### src/rtl/i2c_cond_pkg.sv
package i2c_cond_pkg;

    localparam int CTL_W = 8;

    // bit positions inside the control byte
    localparam int B_AA  = 2;
    localparam int B_SI  = 3;
    localparam int B_STO = 4;
    localparam int B_STA = 5;
    localparam int B_EN  = 6;

    // bits that exist as storage; the rest read as zero
    localparam logic [CTL_W-1:0] CTL_IMPL = 8'h7C;

    // control bits the sequencer acts on
    typedef struct packed {
        logic en;
        logic sta;
        logic sto;
        logic si;
    } ctl_t;

    typedef enum logic [3:0] {
        SQ_IDLE,     // not master, nothing pending
        SQ_WAIT,     // start pending, bus busy
        SQ_DELAY,    // bus just freed, half-period wait
        SQ_START,    // SDA low, SCL released
        SQ_OWN,      // holding bus: SCL low
        SQ_RS_REL,   // repeated start: release SDA, SCL low
        SQ_RS_HI,    // repeated start: both released
        SQ_STP_LO,   // stop: both low
        SQ_STP_HI,   // stop: SCL released, SDA low
        SQ_STP_END   // stop: both released, bus-free time
    } seq_t;

    typedef struct packed {
        logic scl_low;
        logic sda_low;
    } pin_drv_t;

    function automatic ctl_t ctl_view(input logic [CTL_W-1:0] r);
        ctl_t c;
        c.en  = r[B_EN];
        c.sta = r[B_STA];
        c.sto = r[B_STO];
        c.si  = r[B_SI];
        return c;
    endfunction

    function automatic pin_drv_t drive_for(input seq_t s);
        pin_drv_t d;
        d = '{scl_low: 1'b0, sda_low: 1'b0};
        case (s)
            SQ_START:  d.sda_low = 1'b1;
            SQ_OWN:    d.scl_low = 1'b1;
            SQ_RS_REL: d.scl_low = 1'b1;
            SQ_STP_LO: begin d.scl_low = 1'b1; d.sda_low = 1'b1; end
            SQ_STP_HI: d.sda_low = 1'b1;
            default:   d = '{scl_low: 1'b0, sda_low: 1'b0};
        endcase
        return d;
    endfunction

    function automatic logic owns_bus(input seq_t s);
        return !(s == SQ_IDLE || s == SQ_WAIT || s == SQ_DELAY);
    endfunction

endpackage

### src/rtl/i2c_ctl_reg.sv
module i2c_ctl_reg
    import i2c_cond_pkg::*;
(
    input  logic             clk,
    input  logic             rst,
    input  logic             set_we,
    input  logic [CTL_W-1:0] set_data,
    input  logic             clr_we,
    input  logic [CTL_W-1:0] clr_data,
    input  logic             si_hw_set,
    input  logic             sto_hw_clr,
    output logic [CTL_W-1:0] rdata,
    output ctl_t             ctl
);

    logic [CTL_W-1:0] raw_q;
    logic [CTL_W-1:0] raw_d;

    always_comb begin
        raw_d = raw_q;
        if (set_we) raw_d = raw_d | set_data;
        if (clr_we) raw_d = raw_d & ~clr_data;
        if (si_hw_set)  raw_d[B_SI]  = 1'b1;
        if (sto_hw_clr) raw_d[B_STO] = 1'b0;
        if (!raw_d[B_EN]) raw_d[B_STO] = 1'b0;
    end

    for (genvar i = 0; i < CTL_W; i++) begin : g_bit
        if (CTL_IMPL[i]) begin : g_store
            always_ff @(posedge clk) begin
                if (rst) raw_q[i] <= 1'b0;
                else     raw_q[i] <= raw_d[i];
            end
        end else begin : g_rsvd
            assign raw_q[i] = 1'b0;
        end
    end

    assign rdata = raw_q;
    assign ctl   = ctl_view(raw_q);

endmodule

### src/rtl/i2c_bus_watch.sv
module i2c_bus_watch (
    input  logic clk,
    input  logic rst,
    input  logic enable,
    input  logic scl_in,
    input  logic sda_in,
    output logic busy
);

    logic scl_q, sda_q;
    logic start_hit, stop_hit;

    assign start_hit = scl_q & scl_in & sda_q & ~sda_in;
    assign stop_hit  = scl_q & scl_in & ~sda_q & sda_in;

    always_ff @(posedge clk) begin
        if (rst) begin
            scl_q <= 1'b1;
            sda_q <= 1'b1;
            busy  <= 1'b0;
        end else begin
            scl_q <= scl_in;
            sda_q <= sda_in;
            if (!enable)        busy <= 1'b0;
            else if (start_hit) busy <= 1'b1;
            else if (stop_hit)  busy <= 1'b0;
        end
    end

endmodule

### src/rtl/i2c_half_timer.sv
module i2c_half_timer #(
    parameter int CNT_W = 16
) (
    input  logic             clk,
    input  logic             rst,
    input  logic             restart,
    input  logic [CNT_W-1:0] limit,
    output logic             expire
);

    localparam logic [CNT_W-1:0] ONE = CNT_W'(1);

    logic [CNT_W-1:0] cnt;
    logic [CNT_W-1:0] last;

    assign last   = (limit == '0) ? '0 : limit - ONE;
    assign expire = (cnt >= last);

    always_ff @(posedge clk) begin
        if (rst)          cnt <= '0;
        else if (restart) cnt <= '0;
        else if (!expire) cnt <= cnt + ONE;
    end

endmodule

### src/rtl/i2c_cond_seq.sv
module i2c_cond_seq
    import i2c_cond_pkg::*;
#(
    parameter int CNT_W = 16
) (
    input  logic             clk,
    input  logic             rst,
    input  ctl_t             ctl,
    input  logic             bus_busy,
    input  logic [CNT_W-1:0] half_period,
    output logic             scl_oe,
    output logic             sda_oe,
    output logic             is_master,
    output logic             si_set,
    output logic             sto_clr
);

    seq_t     st, nxt;
    logic     expire;
    pin_drv_t drv;

    i2c_half_timer #(.CNT_W(CNT_W)) u_timer (
        .clk     (clk),
        .rst     (rst),
        .restart (nxt != st),
        .limit   (half_period),
        .expire  (expire)
    );

    always_comb begin
        nxt     = st;
        si_set  = 1'b0;
        sto_clr = 1'b0;
        if (!ctl.en) begin
            nxt = SQ_IDLE;
        end else begin
            case (st)
                SQ_IDLE: begin
                    if (!ctl.si) begin
                        if (ctl.sto)      sto_clr = 1'b1;
                        else if (ctl.sta) nxt = bus_busy ? SQ_WAIT : SQ_START;
                    end
                end
                SQ_WAIT: begin
                    if (!ctl.si && ctl.sto) begin
                        sto_clr = 1'b1;
                        nxt     = SQ_IDLE;
                    end else if (!ctl.sta) nxt = SQ_IDLE;
                    else if (!bus_busy)    nxt = SQ_DELAY;
                end
                SQ_DELAY: begin
                    if (!ctl.si && ctl.sto) begin
                        sto_clr = 1'b1;
                        nxt     = SQ_IDLE;
                    end else if (!ctl.sta) nxt = SQ_IDLE;
                    else if (expire)       nxt = SQ_START;
                end
                SQ_START: begin
                    if (expire) begin
                        nxt    = SQ_OWN;
                        si_set = 1'b1;
                    end
                end
                SQ_OWN: begin
                    if (!ctl.si) begin
                        if (ctl.sto)      nxt = SQ_STP_LO;
                        else if (ctl.sta) nxt = SQ_RS_REL;
                    end
                end
                SQ_RS_REL:  if (expire) nxt = SQ_RS_HI;
                SQ_RS_HI:   if (expire) nxt = SQ_START;
                SQ_STP_LO:  if (expire) nxt = SQ_STP_HI;
                SQ_STP_HI:  if (expire) nxt = SQ_STP_END;
                SQ_STP_END: begin
                    if (expire) begin
                        nxt     = SQ_IDLE;
                        sto_clr = 1'b1;
                    end
                end
                default: nxt = SQ_IDLE;
            endcase
        end
    end

    always_ff @(posedge clk) begin
        if (rst) st <= SQ_IDLE;
        else     st <= nxt;
    end

    assign drv       = drive_for(st);
    assign scl_oe    = drv.scl_low;
    assign sda_oe    = drv.sda_low;
    assign is_master = owns_bus(st);

endmodule

### src/rtl/i2c_cond_ctrl.sv
module i2c_cond_ctrl
    import i2c_cond_pkg::*;
#(
    parameter int CNT_W = 16
) (
    input  logic             clk,
    input  logic             rst,
    input  logic             set_we,
    input  logic [CTL_W-1:0] set_data,
    input  logic             clr_we,
    input  logic [CTL_W-1:0] clr_data,
    input  logic [CNT_W-1:0] half_period,
    input  logic             scl_in,
    input  logic             sda_in,
    output logic [CTL_W-1:0] ctrl_rdata,
    output logic             scl_oe,
    output logic             sda_oe,
    output logic             is_master,
    output logic             bus_busy
);

    ctl_t ctl;
    logic si_set, sto_clr;

    i2c_ctl_reg u_reg (
        .clk        (clk),
        .rst        (rst),
        .set_we     (set_we),
        .set_data   (set_data),
        .clr_we     (clr_we),
        .clr_data   (clr_data),
        .si_hw_set  (si_set),
        .sto_hw_clr (sto_clr),
        .rdata      (ctrl_rdata),
        .ctl        (ctl)
    );

    i2c_bus_watch u_watch (
        .clk    (clk),
        .rst    (rst),
        .enable (ctl.en),
        .scl_in (scl_in),
        .sda_in (sda_in),
        .busy   (bus_busy)
    );

    i2c_cond_seq #(.CNT_W(CNT_W)) u_seq (
        .clk         (clk),
        .rst         (rst),
        .ctl         (ctl),
        .bus_busy    (bus_busy),
        .half_period (half_period),
        .scl_oe      (scl_oe),
        .sda_oe      (sda_oe),
        .is_master   (is_master),
        .si_set      (si_set),
        .sto_clr     (sto_clr)
    );

endmodule

### config.mk
export PLATFORM = sky130hd
export DESIGN_NAME = i2c_cond_ctrl
export DESIGN_NICKNAME = d
export VERILOG_FILES = /design/src/rtl/i2c_cond_pkg.sv /design/src/rtl/i2c_ctl_reg.sv /design/src/rtl/i2c_bus_watch.sv /design/src/rtl/i2c_half_timer.sv /design/src/rtl/i2c_cond_seq.sv /design/src/rtl/i2c_cond_ctrl.sv
export SDC_FILE = /design/constraint.sdc
export NUM_CORES = 1
export LEC_CHECK = 0
export ABC_AREA = 1
export BUFFER_PORTS_ARGS = -buffer_cell sky130_fd_sc_hd__buf_2
export CORE_UTILIZATION = 56
export DETAILED_ROUTE_END_ITERATION = 16
export GPL_ROUTABILITY_DRIVEN = 0
export PLACE_DENSITY = 0.79
export SYNTH_ARGS = -nofsm -noshare
export SYNTH_HDL_FRONTEND = slang
export SYNTH_SLANG_ARGS = --single-unit
### constraint.sdc
create_clock -name clk -period 4 [get_ports clk]
set_input_delay 0.6 -clock clk [delete_from_list [all_inputs] [get_ports clk]]
set_output_delay 0.6 -clock clk [all_outputs]
set_load 0.01 [all_outputs]
======== Word-level counts from Yosys, hierarchy flattened ========
Cells that the tools add are included.
word-level totals
  output and inout port bits .............. 12
  bits in read-only memories .............. 0
  bits in latches ......................... 0
  memories kept ........................... 0
  memory bits (writable) .................. 0
  register bits after elaboration ......... 28
cells by class
  shift operators ......................... 0
  div/mod/pow operators ................... 0
  reduce and logical (&&, ||, !) cells .... 14
  $add $sub $neg .......................... 2
  muxes and demuxes ....................... 36
  magnitude comparators ................... 1
  equal/unequal tests ..................... 10
  multiply operators ...................... 0
  bitwise operators ....................... 12
operators by type and width
  kind                                                  number
  2-to-1 mux 4 bit                                      18
  case mux 4 bit (10 select lines)                      1
  adder 16 x 1 -> 16 bit (second input constant)        1
  equality test 4 x 3 -> 1 bit (second input constant)  4
  >= comparator 16 bit                                  1
  zero test 16 bit                                      1
  2-to-1 mux 16 bit                                     1
  subtractor 16 x 1 -> 16 bit (second input constant)   1
  2-to-1 mux 7 bit                                      2
  2-to-1 mux 1 bit                                      12
  OR reduction 3 bit                                    3
  equality test 4 x 2 -> 1 bit (second input constant)  2
  equality test 4 bit (second input constant)           2
  bitwise AND 7 bit                                     1
  NOT 7 bit                                             1
  OR 7 bit                                              1
  OR reduction 2 bit                                    3
  bitwise AND 1 bit                                     5
  equality test 4 x 1 -> 1 bit (second input constant)  1
  zero test 4 bit                                       1
  inequality test 4 bit                                 1
  NOT 1 bit                                             4
  case mux 1 bit (3 select lines)                       1
  zero test 1 bit                                       2
  4 further kinds                                       5

======== Logic depth before layout (Yosys ltp) ========
  word-level depth ........................ 10
  gate-level depth with buffers ........... 28
  gate-level depth less buffers ........... 27

======== Hierarchy ========
A second synthesis with hierarchy kept.
second synthesis, totals
  cell total of the unflattened synthesis .. 434
  area, all modules ....................... 2695.1 um^2
modules (own cells, without submodules)
  module          sequential area each (um^2)  times used  cells an instance  area an instance (um^2)
  i2c_half_timer  320.3                        1           263                1737.9
  i2c_cond_seq    80.1                         1           115                556.8
  i2c_ctl_reg     100.1                        1           41                 279.0
  i2c_bus_watch   60.1                         1           15                 121.4

======== Worst setup path before layout ========
Ideal clock, no wire load.
  path type ............................... in2reg
  from .................................... input half_period[3]
  to ...................................... register u_seq.u_timer.cnt[10]
  setup slack ............................. 516 ps
  arrival ................................. 3372 ps
  library setup time ...................... 112 ps
  stages on the path ...................... 24
  cells stage by stage .................... nor2_1 inv_1 nor4_2 nand2_1 inv_1 nand2_1 nor3_1 nand3_1 xnor2_1 nand2_1 ha_1 nand4_1 a21oi_1 nor2_4 nand2_4 buf_6 nor2_4 o21ai_2 nand2_1 nand2_1 nor2_2 nand2_4 buf_12 nor2_4
on the way
  cells in the longest elaborated chain, start to end .. 10
ends and longest elaborated chain
  what                                                             line                                    source
  start, declared                                                  i2c_cond_ctrl.sv:12                     input logic [CNT_W-1:0] half_period,
  subtractor 16 x 1 -> 16 bit or zero test 16 bit (tied branches)  i2c_half_timer.sv:16                    assign last = (limit == '0) ? '0 : limit - ONE;
  2-to-1 mux 16 bit (*)                                            i2c_half_timer.sv:16
  >= comparator 16 bit (*)                                         i2c_half_timer.sv:17                    assign expire = (cnt >= last);
  2-to-1 mux 4 bit                                                 i2c_cond_seq.sv:56, i2c_cond_seq.sv:71
  2-to-1 mux 4 bit                                                 i2c_cond_seq.sv:55                      end else if (!ctl.sta) nxt = SQ_IDLE;
  2-to-1 mux 4 bit                                                 i2c_cond_seq.sv:52                      if (!ctl.si && ctl.sto) begin
  case mux 4 bit (10 select lines)                                 i2c_cond_seq.sv:37                      case (st)
  2-to-1 mux 4 bit                                                 i2c_cond_seq.sv:34                      if (!ctl.en) begin
  inequality test 4 bit                                            i2c_cond_seq.sv:25                      .restart (nxt != st),
  OR reduction 2 bit (no line)                                     n/a
  end signal, assigned                                             i2c_half_timer.sv:22                    else if (!expire) cnt <= cnt + ONE;
  end, declared                                                    i2c_half_timer.sv:13                    logic [CNT_W-1:0] cnt;
Mark *: on every way between the ends. The rest lies on a longest branch, timed or not.
A chain may end at the register's enable or synchronous reset.

======== Final worst setup path ========
  from .................................... input half_period[3]
  to ...................................... register u_seq.u_timer.cnt[5]
Same word-level chain as after synthesis.

==> metrics.txt <==
vias in the first global route=between 2000 and 2500; Antenna Cells=0; Final min period=3.57 ns; share of layout cells above drive strength 1=23.7%; commonest non-fill, non-tap cell in the layout=nand2_1; status=finished clean; Max Cap Viol=0; Synth async-reset ratio=0%; largest net degree at the start of global routing=17; Max FO, Critical Path=16; critical path capture point type=flop; DIE AREA=0.00488 mm²; die height=69.8 µm; drt total wl=5.42 mm; TritonCTS Buffers=3; R2R Setup Slk=1.71 ns; Seq/Total Area, Yosys=21.8%; Power Total=581 µW; post-detail-place hpwl=4.38 mm; CTS Sinks=28; Die Wd=69.8 µm; drc violations=0; mapped cell area=0.00258 mm²; WP data required=4.22 ns; R2R Path End=u_seq.u_timer.cnt[5]$_SDFFE_PP0N_; worst skew pair latency=0.28 ns; Worst Reg-to-Reg Cells=13; Initial Util=58.8%; reg2reg start=u_seq.u_timer.cnt[14]$_SDFFE_PP0N_; Worst Skew=0.00620 ns; Yosys reg bits=28; Core Util, Final=just under 70%; main flop type after synthesis=dfxtp_1; cells after synthesis=385; EDFF count, synth=0; hold path cells=2; syn_area_per_cell=about 6.7 µm²; crit path kind=primary input to flop; leakage=1.48 nW; row count=24; maximum vdd drop=approximately 0.00019 V; final setup fails=0; DR iter-0 viols=about 130; Worst Hold Launch=clr_data[5]; drt wl/cell=around 11 µm; CTS tree=done; drt pass-1 iters=5; Layout fillers=394; remaining antenna violation count=0; CTS Buffer Depth=2; Pins Over Slew Limit=0; global-route wire length before repair=around 9.9 mm; Fin. Hold Viols=0; crit path DAT=3.79 ns; library cells used by synthesis=37; CTS clk-pin slew, worst paths=0.10 ns; area grow syn2layout=15.3%; post-DR vias/cell=5.28; fmax=280 MHz; Buffers on Ports=40; RSZ-0062 raised after global routing=no; yosys warns=0; via count=~2600; WHS Endpoint=u_reg.ctl[2]$_SDFF_PP0_; GRT overflow=0; root buffer cell=clkbuf_8; H-tree levels=1; setup TNS=0 ns; PD cells=195 mW/mm²; hold crit path type=primary input to flop; Setup crit start kind=primary input; Core ar.=about 0.0044 mm²; CTS Hold Buffers Added=0; GRT Overall Usage=24.3%; Final #Nets=496; initial antenna violation count=0; Tcrit/Tclk final=89.3%; Ports=50; most frequent cells in the layout=77 x nand2_1, 68 x inv_1, 40 x buf_2
[kinds of logic (layout without fill, tap and decap cells)]
group                      after synthesis  after routing  synth area share [%]
and+or+nand+nor                        204            204                  40.8
adders and majority gates               19             19                  9.23
buffers and inverters                   81            132                  14.0
other                                    1              3                 0.146
AOI/OAI and AO/OA                       33             33                  7.58
xor gates and xnor gates                19             19                  6.46
DFF                                     28             28                  21.8
[synthesized netlist by cell type (5+ instances only)]
cell type / n / share of area (%)
nand3_1: 26 / 5.1
nor2_2: 6 / 1.5
xor2_1: 15 / 5.1
or2_2: 6 / 1.5
dfxtp_1: 28 / 22
nor3_1: 13 / 2.5
nor2_1: 36 / 5.2
nor2_4: 15 / 6.6
o21ai_0: 6 / 1.2
ha_1: 19 / 9.2
nor4_1: 5 / 1.2
nand4_1: 10 / 2.4
a21oi_1: 15 / 2.9
inv_1: 68 / 9.9
nand2_1: 77 / 11
[cell type report]
type	count	area [µm²]	area share, %
well taps	52	65.1	2.19
flip-flops and latches	28	561	18.9
clock buffers	4	55.1	1.85
repair buffers	57	328	11.0
inverters	71	267	8.97
multi-input cells	278	1700	57.1
[where the power goes]
group	internal (mW)	switching (mW)	total, mW
logic	0.0463	0.0650	0.111
registers	0.286	0.00796	0.294
clock network	0.0882	0.0878	0.176
[worst max path at each step]
stage / endpoint / slack, ns / cells after the start / from
2_1_floorplan: u_seq.u_timer.cnt[10]$_SDFFE_PP0N_ / 0.52 / 24 / half_period[3]
3_3_place_gp: u_seq.u_timer.cnt[5]$_SDFFE_PP0N_ / 0.08 / 24 / half_period[3]
3_5_place_dp: u_seq.u_timer.cnt[5]$_SDFFE_PP0N_ / 0.009 / 24 / half_period[3]
4_1_cts: u_seq.u_timer.cnt[5]$_SDFFE_PP0N_ / 0.29 / 24 / half_period[3]
5_1_grt: u_seq.u_timer.cnt[4]$_SDFFE_PP0N_ / 0.004 / 26 / half_period[3]
6_report: u_seq.u_timer.cnt[5]$_SDFFE_PP0N_ / 0.43 / 24 / half_period[3]
[flip-flops by register name (all words and copies together) (netlist names)]
name / count
u_reg.ctl: 4
u_reg.rdata: 1
u_seq.st: 4
u_seq.u_timer.cnt: 16
u_watch.busy: 1
u_watch.scl_q: 1
u_watch.sda_q: 1
[critical path, stage by stage]
cell and delay, ns:
buf_2 0.11, nor2_1 0.16, inv_1 0.11, nor4_4 0.17
nand2_1 0.08, inv_1 0.08, nand2_1 0.09, nor3_2 0.16
nand3_1 0.11, xnor2_1 0.18, nand2_1 0.08, ha_1 0.32
nand4_1 0.18, a21oi_2 0.21, nor2_4 0.08, nand2_4 0.14
nand2_1 0.06, nand3_1 0.10, nand2_1 0.08, nand2_1 0.08
nand3_1 0.08, nor2_2 0.22, nand2_8 0.19, nor2_1 0.12
[repair_timing]
item,in CTS,in global routing
gates resized for setup,0,6
setup buffers,0,0
endpoints found under the setup margin,0,16
[metal layers]
layer  wire [µm]  global-route usage [%]  vias up
li1            -                       -     1327
met1        2310                    29.8     1117
met2        2620                    43.8      122
met3         326                    1.74       21
met4         172                    9.33        0
met5           0                       0        -
[through the flow]
stage	hold slack, ns	std cells	setup WS, ns	instance area, µm²
finish	0.490	490	0.430	2970
global route	0.488	490	0.00421	2970
CTS	0.486	490	0.294	2940
detailed placement	0.507	486	0.00866	2880
global placement	0.497	486	0.0759	2880
floorplan	0.482	387	0.516	2580
(Power assumes the default switching activity.)
